## src/rtl/irrl_pkg.sv

```systemverilog
package irrl_pkg;
   localparam int RUN_W   = 7;
   localparam int RUN_MAX = (1 << RUN_W) - 1;

   typedef struct packed {
      logic             is_space;
      logic [RUN_W-1:0] len;
   } irrl_sample_t;
endpackage

```

## src/rtl/irrl_sync.sv

```systemverilog
module irrl_sync #(
   parameter int STAGES = 2
) (
   input  logic clk,
   input  logic rst_n,
   input  logic d,
   output logic q
);
   logic [STAGES-1:0] sh;

   always_ff @(posedge clk or negedge rst_n) begin
      if (!rst_n) sh <= '0;
      else        sh <= {sh[STAGES-2:0], d};
   end

   assign q = sh[STAGES-1];
endmodule

```

## src/rtl/irrl_tick.sv

```systemverilog
module irrl_tick #(
   parameter int CLK_PER_US = 4,
   parameter int DEF_PERIOD = 50,
   parameter int MIN_PERIOD = 5,
   parameter int PER_W      = 7
) (
   input  logic             clk,
   input  logic             rst_n,
   input  logic             en,
   input  logic [PER_W-1:0] period_us,
   output logic             tick
);
   logic             us_stb;
   logic [PER_W-1:0] eff;
   logic [PER_W-1:0] us_cnt;

   generate
      if (CLK_PER_US == 1) begin : g_direct
         assign us_stb = en;
      end else begin : g_pre
         localparam int PW = $clog2(CLK_PER_US);
         logic [PW-1:0] pre;
         always_ff @(posedge clk or negedge rst_n) begin
            if (!rst_n)                        pre <= '0;
            else if (!en)                      pre <= '0;
            else if (pre == PW'(CLK_PER_US-1)) pre <= '0;
            else                               pre <= pre + 1'b1;
         end
         assign us_stb = en && (pre == PW'(CLK_PER_US-1));
      end
   endgenerate

   assign eff  = (period_us < PER_W'(MIN_PERIOD)) ? PER_W'(DEF_PERIOD) : period_us;
   assign tick = us_stb && (us_cnt >= eff - 1'b1);

   always_ff @(posedge clk or negedge rst_n) begin
      if (!rst_n)      us_cnt <= '0;
      else if (!en)    us_cnt <= '0;
      else if (us_stb) us_cnt <= tick ? '0 : us_cnt + 1'b1;
   end
endmodule

```

## src/rtl/irrl_run.sv

```systemverilog
module irrl_run
   import irrl_pkg::*;
(
   input  logic         clk,
   input  logic         rst_n,
   input  logic         en,
   input  logic         tick,
   input  logic         lvl,
   output logic         commit,
   output irrl_sample_t sample
);
   logic             cur_space, nxt_space;
   logic [RUN_W-1:0] cnt, nxt_cnt;

   always_comb begin
      commit          = 1'b0;
      sample.is_space = cur_space;
      sample.len      = cnt;
      nxt_space       = cur_space;
      nxt_cnt         = cnt;
      if (tick) begin
         if ((!lvl) == cur_space) begin
            if (cnt == RUN_W'(RUN_MAX-1)) begin
               commit     = 1'b1;
               sample.len = RUN_W'(RUN_MAX);
               nxt_cnt    = '0;
            end else begin
               nxt_cnt = cnt + 1'b1;
            end
         end else begin
            commit    = (cnt != '0);
            nxt_space = !lvl;
            nxt_cnt   = RUN_W'(1);
         end
      end
   end

   always_ff @(posedge clk or negedge rst_n) begin
      if (!rst_n) begin
         cur_space <= 1'b1;
         cnt       <= '0;
      end else if (!en) begin
         cur_space <= 1'b1;
         cnt       <= '0;
      end else begin
         cur_space <= nxt_space;
         cnt       <= nxt_cnt;
      end
   end
endmodule

```

## src/rtl/irrl_ring.sv

```systemverilog
module irrl_ring #(
   parameter int DEPTH = 16,
   parameter int AW    = $clog2(DEPTH)
) (
   input  logic          clk,
   input  logic          rst_n,
   input  logic          wr_en,
   input  logic [7:0]    wr_data,
   input  logic [AW-1:0] rd_addr,
   output logic [7:0]    rd_data,
   output logic [AW-1:0] wr_ptr,
   input  logic          irq_clr,
   output logic          irq
);
   logic [7:0]    mem [DEPTH];
   logic [AW-1:0] ptr_nxt;

   generate
      if ((1 << AW) == DEPTH) begin : g_pow2
         assign ptr_nxt = wr_ptr + 1'b1;
         assign rd_data = mem[rd_addr];
      end else begin : g_cmp
         assign ptr_nxt = (wr_ptr == AW'(DEPTH-1)) ? '0 : wr_ptr + 1'b1;
         assign rd_data = (rd_addr < AW'(DEPTH)) ? mem[rd_addr] : 8'h00;
      end
   endgenerate

   always_ff @(posedge clk) begin
      if (wr_en) mem[wr_ptr] <= wr_data;
   end

   always_ff @(posedge clk or negedge rst_n) begin
      if (!rst_n) begin
         wr_ptr <= '0;
         irq    <= 1'b0;
      end else begin
         if (wr_en) wr_ptr <= ptr_nxt;
         if (wr_en)        irq <= 1'b1;
         else if (irq_clr) irq <= 1'b0;
      end
   end
endmodule

```

## src/rtl/irrl_sampler.sv

```systemverilog
module irrl_sampler
   import irrl_pkg::*;
#(
   parameter int CLK_PER_US  = 4,
   parameter int DEPTH       = 16,
   parameter int DEF_PERIOD  = 50,
   parameter int MIN_PERIOD  = 5,
   parameter int SYNC_STAGES = 2,
   localparam int AW         = $clog2(DEPTH),
   localparam int PER_W      = RUN_W
) (
   input  logic             clk,
   input  logic             rst_n,
   input  logic             ir_in,
   input  logic [PER_W-1:0] period_us,
   input  logic             rx_en,
   input  logic [AW-1:0]    rd_addr,
   output logic [7:0]       rd_data,
   output logic [AW-1:0]    wr_ptr,
   output logic             irq,
   input  logic             irq_clr
);
   generate
      if (DEPTH < 2) begin : g_bad_depth
         $error("irrl_sampler: DEPTH must be at least 2");
      end
      if (CLK_PER_US < 1) begin : g_bad_clk
         $error("irrl_sampler: CLK_PER_US must be at least 1");
      end
      if (SYNC_STAGES < 2) begin : g_bad_sync
         $error("irrl_sampler: SYNC_STAGES must be at least 2");
      end
      if (MIN_PERIOD < 2 || DEF_PERIOD < MIN_PERIOD || DEF_PERIOD > RUN_MAX) begin : g_bad_per
         $error("irrl_sampler: period limits out of range");
      end
   endgenerate

   logic         ir_s;
   logic         tick;
   logic         commit_vld;
   irrl_sample_t commit_smp;
   logic [7:0]   commit_byte;

   assign commit_byte = commit_smp;

   irrl_sync #(.STAGES(SYNC_STAGES)) u_sync (
      .clk(clk), .rst_n(rst_n), .d(ir_in), .q(ir_s)
   );

   irrl_tick #(
      .CLK_PER_US(CLK_PER_US), .DEF_PERIOD(DEF_PERIOD),
      .MIN_PERIOD(MIN_PERIOD), .PER_W(PER_W)
   ) u_tick (
      .clk(clk), .rst_n(rst_n), .en(rx_en), .period_us(period_us), .tick(tick)
   );

   irrl_run u_run (
      .clk(clk), .rst_n(rst_n), .en(rx_en), .tick(tick), .lvl(ir_s),
      .commit(commit_vld), .sample(commit_smp)
   );

   irrl_ring #(.DEPTH(DEPTH), .AW(AW)) u_ring (
      .clk(clk), .rst_n(rst_n), .wr_en(commit_vld), .wr_data(commit_byte),
      .rd_addr(rd_addr), .rd_data(rd_data), .wr_ptr(wr_ptr),
      .irq_clr(irq_clr), .irq(irq)
   );
endmodule

```

## config.mk

```make
export PLATFORM = sky130hd
export DESIGN_NAME = irrl_sampler
export DESIGN_NICKNAME = d
export VERILOG_FILES = /design/src/rtl/irrl_pkg.sv /design/src/rtl/irrl_sync.sv /design/src/rtl/irrl_tick.sv /design/src/rtl/irrl_run.sv /design/src/rtl/irrl_ring.sv /design/src/rtl/irrl_sampler.sv
export SDC_FILE = /design/constraint.sdc
export NUM_CORES = 1
export LEC_CHECK = 0
export CAP_MARGIN = 20
export CORE_ASPECT_RATIO = 1.75
export CORE_MARGIN = 2
export CORE_UTILIZATION = 57
export DETAILED_ROUTE_END_ITERATION = 8
export DONT_BUFFER_PORTS = 1
export GPL_ROUTABILITY_DRIVEN = 1
export PLACE_DENSITY_LB_ADDON = 0.15
export SLEW_MARGIN = 20
export SYNTH_ARGS = -nofsm -noshare
export SYNTH_HDL_FRONTEND = slang
export SYNTH_HIERARCHICAL = 1
export SYNTH_SLANG_ARGS = --single-unit
```

## constraint.sdc

```tcl
create_clock -name clk -period 3.6 [get_ports clk]
set_clock_uncertainty 0.05 [all_clocks]
set_input_delay 0.18 -clock clk [delete_from_list [all_inputs] [get_ports clk]]
set_output_delay 0.18 -clock clk [all_outputs]
set_load 0.005 [all_outputs]
```

After elaboration in Yosys (flattened, before gate mapping)
Memories as Yosys holds them, arrays and structs flattened. Index checks and enable logic that the tools add are counted.

Reductions and logical operators: 6. Mux-type cells: 23. Eq/ne operators: 6. $lt $le $gt $ge: 2. $add $sub $neg: 5.

Operators with widths (number): two-way mux 7 bit (11); adder 7 x 1 -> 7 bit, second input constant (2); two-way mux 1 bit (10); equality test 7 bit, second input constant (1); >= comparator 7 bit (1); < comparator 7 x 3 -> 1 bit, second input constant (1); nonzero test 7 bit (1); subtractor 7 x 1 -> 7 bit, second input constant (1); adder 4 x 1 -> 4 bit, second input constant (1); two-way mux 2 bit (2); inequality test 2 x 1 -> 1 bit, second input constant (2); adder 2 x 1 -> 2 bit, second input constant (1); equality test 2 bit, second input constant (1); logical AND 1 bit (2); inequality test 2 bit, second input constant (1); AND reduction 2 bit (1); nonzero test 2 bit (1); equality test 1 bit (1); zero test 1 bit (1).

Memory bits (writable): 128. Logic and storage cells: 50. Bits in registers: 24. Output and inout port bits: 13. Input port bits: 16. Memories: 1.

Memories: u_ring.mem (depth 16, bits a word 8, rd ports 1, clocked after Yosys merged registers in 0, wr ports 1, line irrl_ring.sv:15) `logic [7:0] mem [DEPTH];`.

Depth between registers and ports, before layout
Depth in word-level cells: 8. Gate-level depth with buffers: 19. Gate-level depth less buffers: 16.

By module
The synthesis kept the hierarchy.

Modules (own cells, without submodules): irrl_ring (area each 5220.0 µm², seq. area each 3968.8 µm², instances 1, cells an instance 243); irrl_tick (area each 785.8 µm², seq. area each 225.2 µm², instances 1, cells an instance 86); irrl_run (area each 561.8 µm², seq. area each 201.4 µm², instances 1, cells an instance 69); irrl_sync (area each 50.0 µm², seq. area each 50.0 µm², instances 1, cells an instance 2).

Worst setup path after synthesis
Ideal clock, no wire load.

Path type: input to register. Start: in period_us[3]. End: mem u_ring.mem[3][0] (enable). Data required time: 3.167 ns. Stages: 19. Path buffers: 3. Library setup time: 0.383 ns. Arrival time: 3.883 ns. Slack: -0.717 ns. Cell sequence: nor4_4 > inv_1 > o21ai_0 > ha_1 > nand2b_1 > o21a_1 > a311oi_1 > ha_1 > and3_1 > a221o_1 > a31oi_2 > buf_6 > and2b_1 > clkbuf_1 > o41ai_1 > nor2_1 > clkbuf_1 > nand2_1 > nor3_1.

Longest elaborated chain between the ends: 8.

RTL lines: start: declaration (line irrl_sampler.sv:15) `input logic [PER_W-1:0] period_us,`; < comparator 7 x 3 -> 1 bit (line irrl_tick.sv:33) `assign eff = (period_us < PER_W'(MIN_PERIOD)) ? PER_W'(DEF_PERIOD) : period_us;`; two-way mux 7 bit (*) (line irrl_tick.sv:33); subtractor 7 x 1 -> 7 bit (*) (line irrl_tick.sv:34) `assign tick = us_stb && (us_cnt >= eff - 1'b1);`; >= comparator 7 bit (*) (line irrl_tick.sv:34); logical AND 1 bit (*) (line irrl_tick.sv:34); named net tick (line irrl_sampler.sv:39) `logic tick;`; two-way mux 1 bit (*) (line irrl_run.sv:21) `if (tick) begin`; named net commit_vld (line irrl_sampler.sv:40) `logic commit_vld;`; two-way mux 1 bit (*) (line irrl_ring.sv:29) `if (wr_en) mem[wr_ptr] <= wr_data;`; two-way mux 1 bit (implied by the code) (*) (line irrl_ring.sv:29); end: declaration (line irrl_ring.sv:15).

The timed path passes the listed nets; every way through them passes the cells marked *.

Worst setup path after layout
Start: in period_us[5]. End: mem u_ring.mem[3][1] (enable).

The elaborated chain is that of the path after synthesis.

==> reports/qor.txt <==
Run status - finished clean
IO Count - 29
Top fanout value on the critical path - 8
Ratio of total power to cell area - 476.7 nW/µm²
Worst flop-to-flop path startpoint - u_tick/us_cnt[2]
Total iterations of the first detailed-routing run - 5
Synth-to-Final Area Change - 18.23%
Crit. End Element - register
Initial core utilization - 57.79%
Gr usage total - 23.08%
Inserted Diodes - 0
Commonest register cell after synthesis - sky130_fd_sc_hd__edfxtp_1
Setup ws final - 0.3728 ns
Ranking of synthesized cells by area - sky130_fd_sc_hd__edfxtp_1 58%, sky130_fd_sc_hd__dfrtp_1 8.7%, sky130_fd_sc_hd__mux4_2 6.1%, sky130_fd_sc_hd__mux4_1 5.6%, sky130_fd_sc_hd__ha_1 3.2%
Remaining Overflow, GRT - 0
Share of total power in combinational logic - 3.0%
Post-Synthesis Net Count - 433
Startpoint of the worst hold path - rx_en
Die area - 12,520 µm²
Most common cell after layout, fill and taps aside - sky130_fd_sc_hd__edfxtp_1
Number of max-capacitance violations reported - 0
CTS clock-pin slew for the worst setup and hold paths - 0.06 ns
Hold path endpoint - u_tick/g_pre.pre[0]
Final critical path time including I/O delays and setup - 3.227 ns
Pleak - 0.002786 µW
Final Hold Fails - 0
Achievable Freq - 309.9 MHz
VDD IR-drop max - 0.0005423 V
Average routed wire per standard cell - 23.24 µm
Cell type with the largest total area after synthesis - sky130_fd_sc_hd__edfxtp_1
Via count of the first global-routing pass - 3,742
Cell Area, Synth - 6618 µm²
Worst-case clock buffer depth - 2
Number of design-rule violations left by the first detailed-router iteration - 337
Number of synthesized flops with an enable pin - 128
Post-synthesis async set-or-reset flop share - 15.79%
Final Wtd Congestion - 0.8910
Sinks on the clock net - 152
Latest clock arrival within the worst-skew pair - 0.41 ns
Synthesized flop and latch total - 152
Antenna violations before repair - 0
CP Data Required Time - 3.68 ns
Cell at the root of the clock tree - sky130_fd_sc_hd__clkbuf_16
Proportion of synthesized chip area in sequential cells - 67.18%
Fraction of final layout cells sized beyond drive strength 1 - 25.73%
Die Span Y - 146.5 µm
Antenna viol nets, final - 0
Cell-internal power - 2924 µW
Die span in x - 85.45 µm
Source of the critical timing path - period_us[5]
Clock tree from TritonCTS - done
Final setup violation count - 0
Largest net degree at the start of global routing - 33
Share of the synthesized area in the top cell type - 58.08%
Clock share of power - 46.3%
Worst setup SP type - primary input
Share of total power consumed by net switching - 21.59%
Inserted Clock Buffers - 17
Flop pwr share - 50.7%
H-tree levels - 4
Category of the critical setup timing path - primary input to register
HPWL reported at the end of detailed placement - 8.885 mm
Setup repair after global routing missed its margin - no
Setup total negative slack - 0 ns
Worst slack at placement - -0.2978 ns
Detailed Route WL - 13.43 mm
Final nets - 463
Setup slack, reg-to-reg - 0.75 ns
Slew at the pin with the worst max-slew slack - 0.6270 ns
Rows - 52
Final worst path period share - 89.64%
Reg2Reg Depth - 10
Drt drc - 0
Ys Warns - 6
Multi-input logic area - 2113 µm²
Wire length of the first global-routing pass - 20.73 mm
Post-synthesis cell type count - 52
Kind of path behind the tightest hold check - primary input to register
Synthesized instance count - 400
Net switching component of the power - 805.3 µW
Count of input and output buffers - 0
Cell count of the worst hold path - 2
Fill cell instance count of the final layout - 760
Sequential standard cell area - 4446 µm²
Post CTS Setup Buffer Count - 0
Slew HR - 58.20%
Via count normalized by instance count - 6.265
Data arrival time of the critical path - 3.31 ns
Total number of vias - 3,621
Max-slew violations - 0
Avg Cell Area, Syn - 16.54 µm²
Top library cells by usage in the layout, fill and taps aside - 128 x sky130_fd_sc_hd__edfxtp_1, 26 x sky130_fd_sc_hd__nand2_1, 23 x sky130_fd_sc_hd__dfrtp_1
Worst r2r dst - u_ring/mem[3][1]
Core region area - 11,450 µm²
[routing by layer]
layer / routed length (µm) / vias up / share of wire, % / track usage, %
li1: - / 1665 / - / -
met1: 4916 / 1825 / 37 / 26.54
met2: 7450 / 102 / 55 / 39.69
met3: 551 / 29 / 4.1 / 5.201
met4: 515 / 0 / 3.8 / 12.06
met5: 0 / - / 0 / 0
[synth_stat cells (2+ instances only)]
cell,number
sky130_fd_sc_hd__ha_1,17
sky130_fd_sc_hd__mux4_2,18
sky130_fd_sc_hd__xnor2_1,2
sky130_fd_sc_hd__and2b_1,2
sky130_fd_sc_hd__o21ai_0,10
sky130_fd_sc_hd__nand4_1,5
sky130_fd_sc_hd__dfrtp_1,23
sky130_fd_sc_hd__inv_1,10
sky130_fd_sc_hd__edfxtp_1,128
sky130_fd_sc_hd__a21oi_1,6
sky130_fd_sc_hd__a22oi_1,16
sky130_fd_sc_hd__nor3_1,5
sky130_fd_sc_hd__o41ai_1,2
sky130_fd_sc_hd__and3_1,4
sky130_fd_sc_hd__o21a_1,3
sky130_fd_sc_hd__clkbuf_1,11
sky130_fd_sc_hd__buf_4,3
sky130_fd_sc_hd__a21o_1,2
sky130_fd_sc_hd__o22ai_1,3
sky130_fd_sc_hd__and2_1,3
sky130_fd_sc_hd__mux2i_1,3
sky130_fd_sc_hd__nand2_1,30
sky130_fd_sc_hd__or3_1,2
sky130_fd_sc_hd__nand2b_1,6
sky130_fd_sc_hd__nand3_1,11
sky130_fd_sc_hd__buf_2,4
sky130_fd_sc_hd__nor4_1,2
sky130_fd_sc_hd__o221ai_1,2
sky130_fd_sc_hd__nor2_1,18
sky130_fd_sc_hd__a31oi_1,5
sky130_fd_sc_hd__clkdlybuf4s25_2,3
sky130_fd_sc_hd__nor2b_1,4
sky130_fd_sc_hd__mux4_1,14
sky130_fd_sc_hd__buf_6,4
sky130_fd_sc_hd__xor2_1,2
[cell families after synthesis]
| logic type | after synthesis | synth area share [%] |
|---|---|---|
| flip-flops | 152 | 67.18 |
| AND/OR/NAND/NOR | 98 | 7.506 |
| AO/OA/AOI/OAI | 58 | 6.221 |
| buffers and inverters | 35 | 2.968 |
| multiplexers | 35 | 12.14 |
| adder cells (fa/ha/maj) | 17 | 3.214 |
| XOR/XNOR | 5 | 0.7754 |
[worst max-delay path by stage]
stage	cells past startpoint	to	slack [ns]
3_5_place_dp	17	u_ring/mem[1][2]	-0.30
3_3_place_gp	17	u_ring/mem[1][5]	-0.16
6_report	17	u_ring/mem[3][1]	0.37
4_1_cts	17	u_ring/mem[1][1]	0.13
2_1_floorplan	19	u_ring/mem[3][0]	-0.008
5_1_grt	16	u_ring/mem[12][2]	0.10
[critical path, stage by stage]
cell,delay (ns)
sky130_fd_sc_hd__nor4_4,0.27
sky130_fd_sc_hd__inv_1,0.11
sky130_fd_sc_hd__o21ai_2,0.15
sky130_fd_sc_hd__ha_2,0.20
sky130_fd_sc_hd__nand2b_1,0.11
sky130_fd_sc_hd__o21a_1,0.19
sky130_fd_sc_hd__a311oi_1,0.24
sky130_fd_sc_hd__ha_1,0.19
sky130_fd_sc_hd__and3_4,0.18
sky130_fd_sc_hd__a221o_1,0.17
sky130_fd_sc_hd__a31oi_2,0.05
sky130_fd_sc_hd__and2b_1,0.22
sky130_fd_sc_hd__o41ai_1,0.08
sky130_fd_sc_hd__nor2_2,0.43
sky130_fd_sc_hd__nand2_8,0.13
sky130_fd_sc_hd__nor3_4,0.22
sky130_fd_sc_hd__buf_12,0.15
[power by group through the flow]
| stage | registers (µW) | clock network [µW] | logic, µW |
|---|---|---|---|
| after global placement | 1930 | 0 | 97.6 |
| after CTS | 1890 | 1750 | 112 |
| after global routing | 1890 | 1820 | 121 |
| final | 1890 | 1730 | 112 |
| after detailed placement | 1930 | 0 | 102 |
| after floorplan | 1930 | 0 | 99.6 |
[area by class of cell]
cell class | instances | share of cell area, %
timing repair buffer | 36 | 6.109
multi-input combinational | 213 | 27.01
clock buffer | 17 | 5.437
sequential | 152 | 56.82
clock inverter | 15 | 1.983
inverter | 10 | 0.4798
tap | 135 | 2.159
[per-stage QoR]
stage	instance area, µm²	power (µW)	std cells	utilization (%)	hold slack [ns]
floorplan	6773	2028	400	-	-0.1656
global placement	7196	2027	541	62.84	-0.1650
detailed placement	7196	2031	541	62.84	-0.1650
CTS	7816	3757	577	68.26	0.08810
global route	7824	3831	578	68.32	0.1305
finish	7824	3730	578	68.32	0.1009
[repair_timing]
item / in CTS / in global routing
endpoints found under the hold margin: 35 / 23
gates resized for setup: 0 / 1
endpoints found under the setup margin: 0 / 129
hold buffers: 4 / 1
[sequential cells by signal, indices dropped and copies added (netlist names)]
register,flops
u_tick/g_pre.pre,2
u_ring/irq,1
u_run/cnt,7
u_tick/us_cnt,7
u_ring/wr_ptr,4
u_ring/mem,128
u_sync/sh,2
u_run/cur_space,1
No activity file was read; power rests on OpenSTA's default activity.
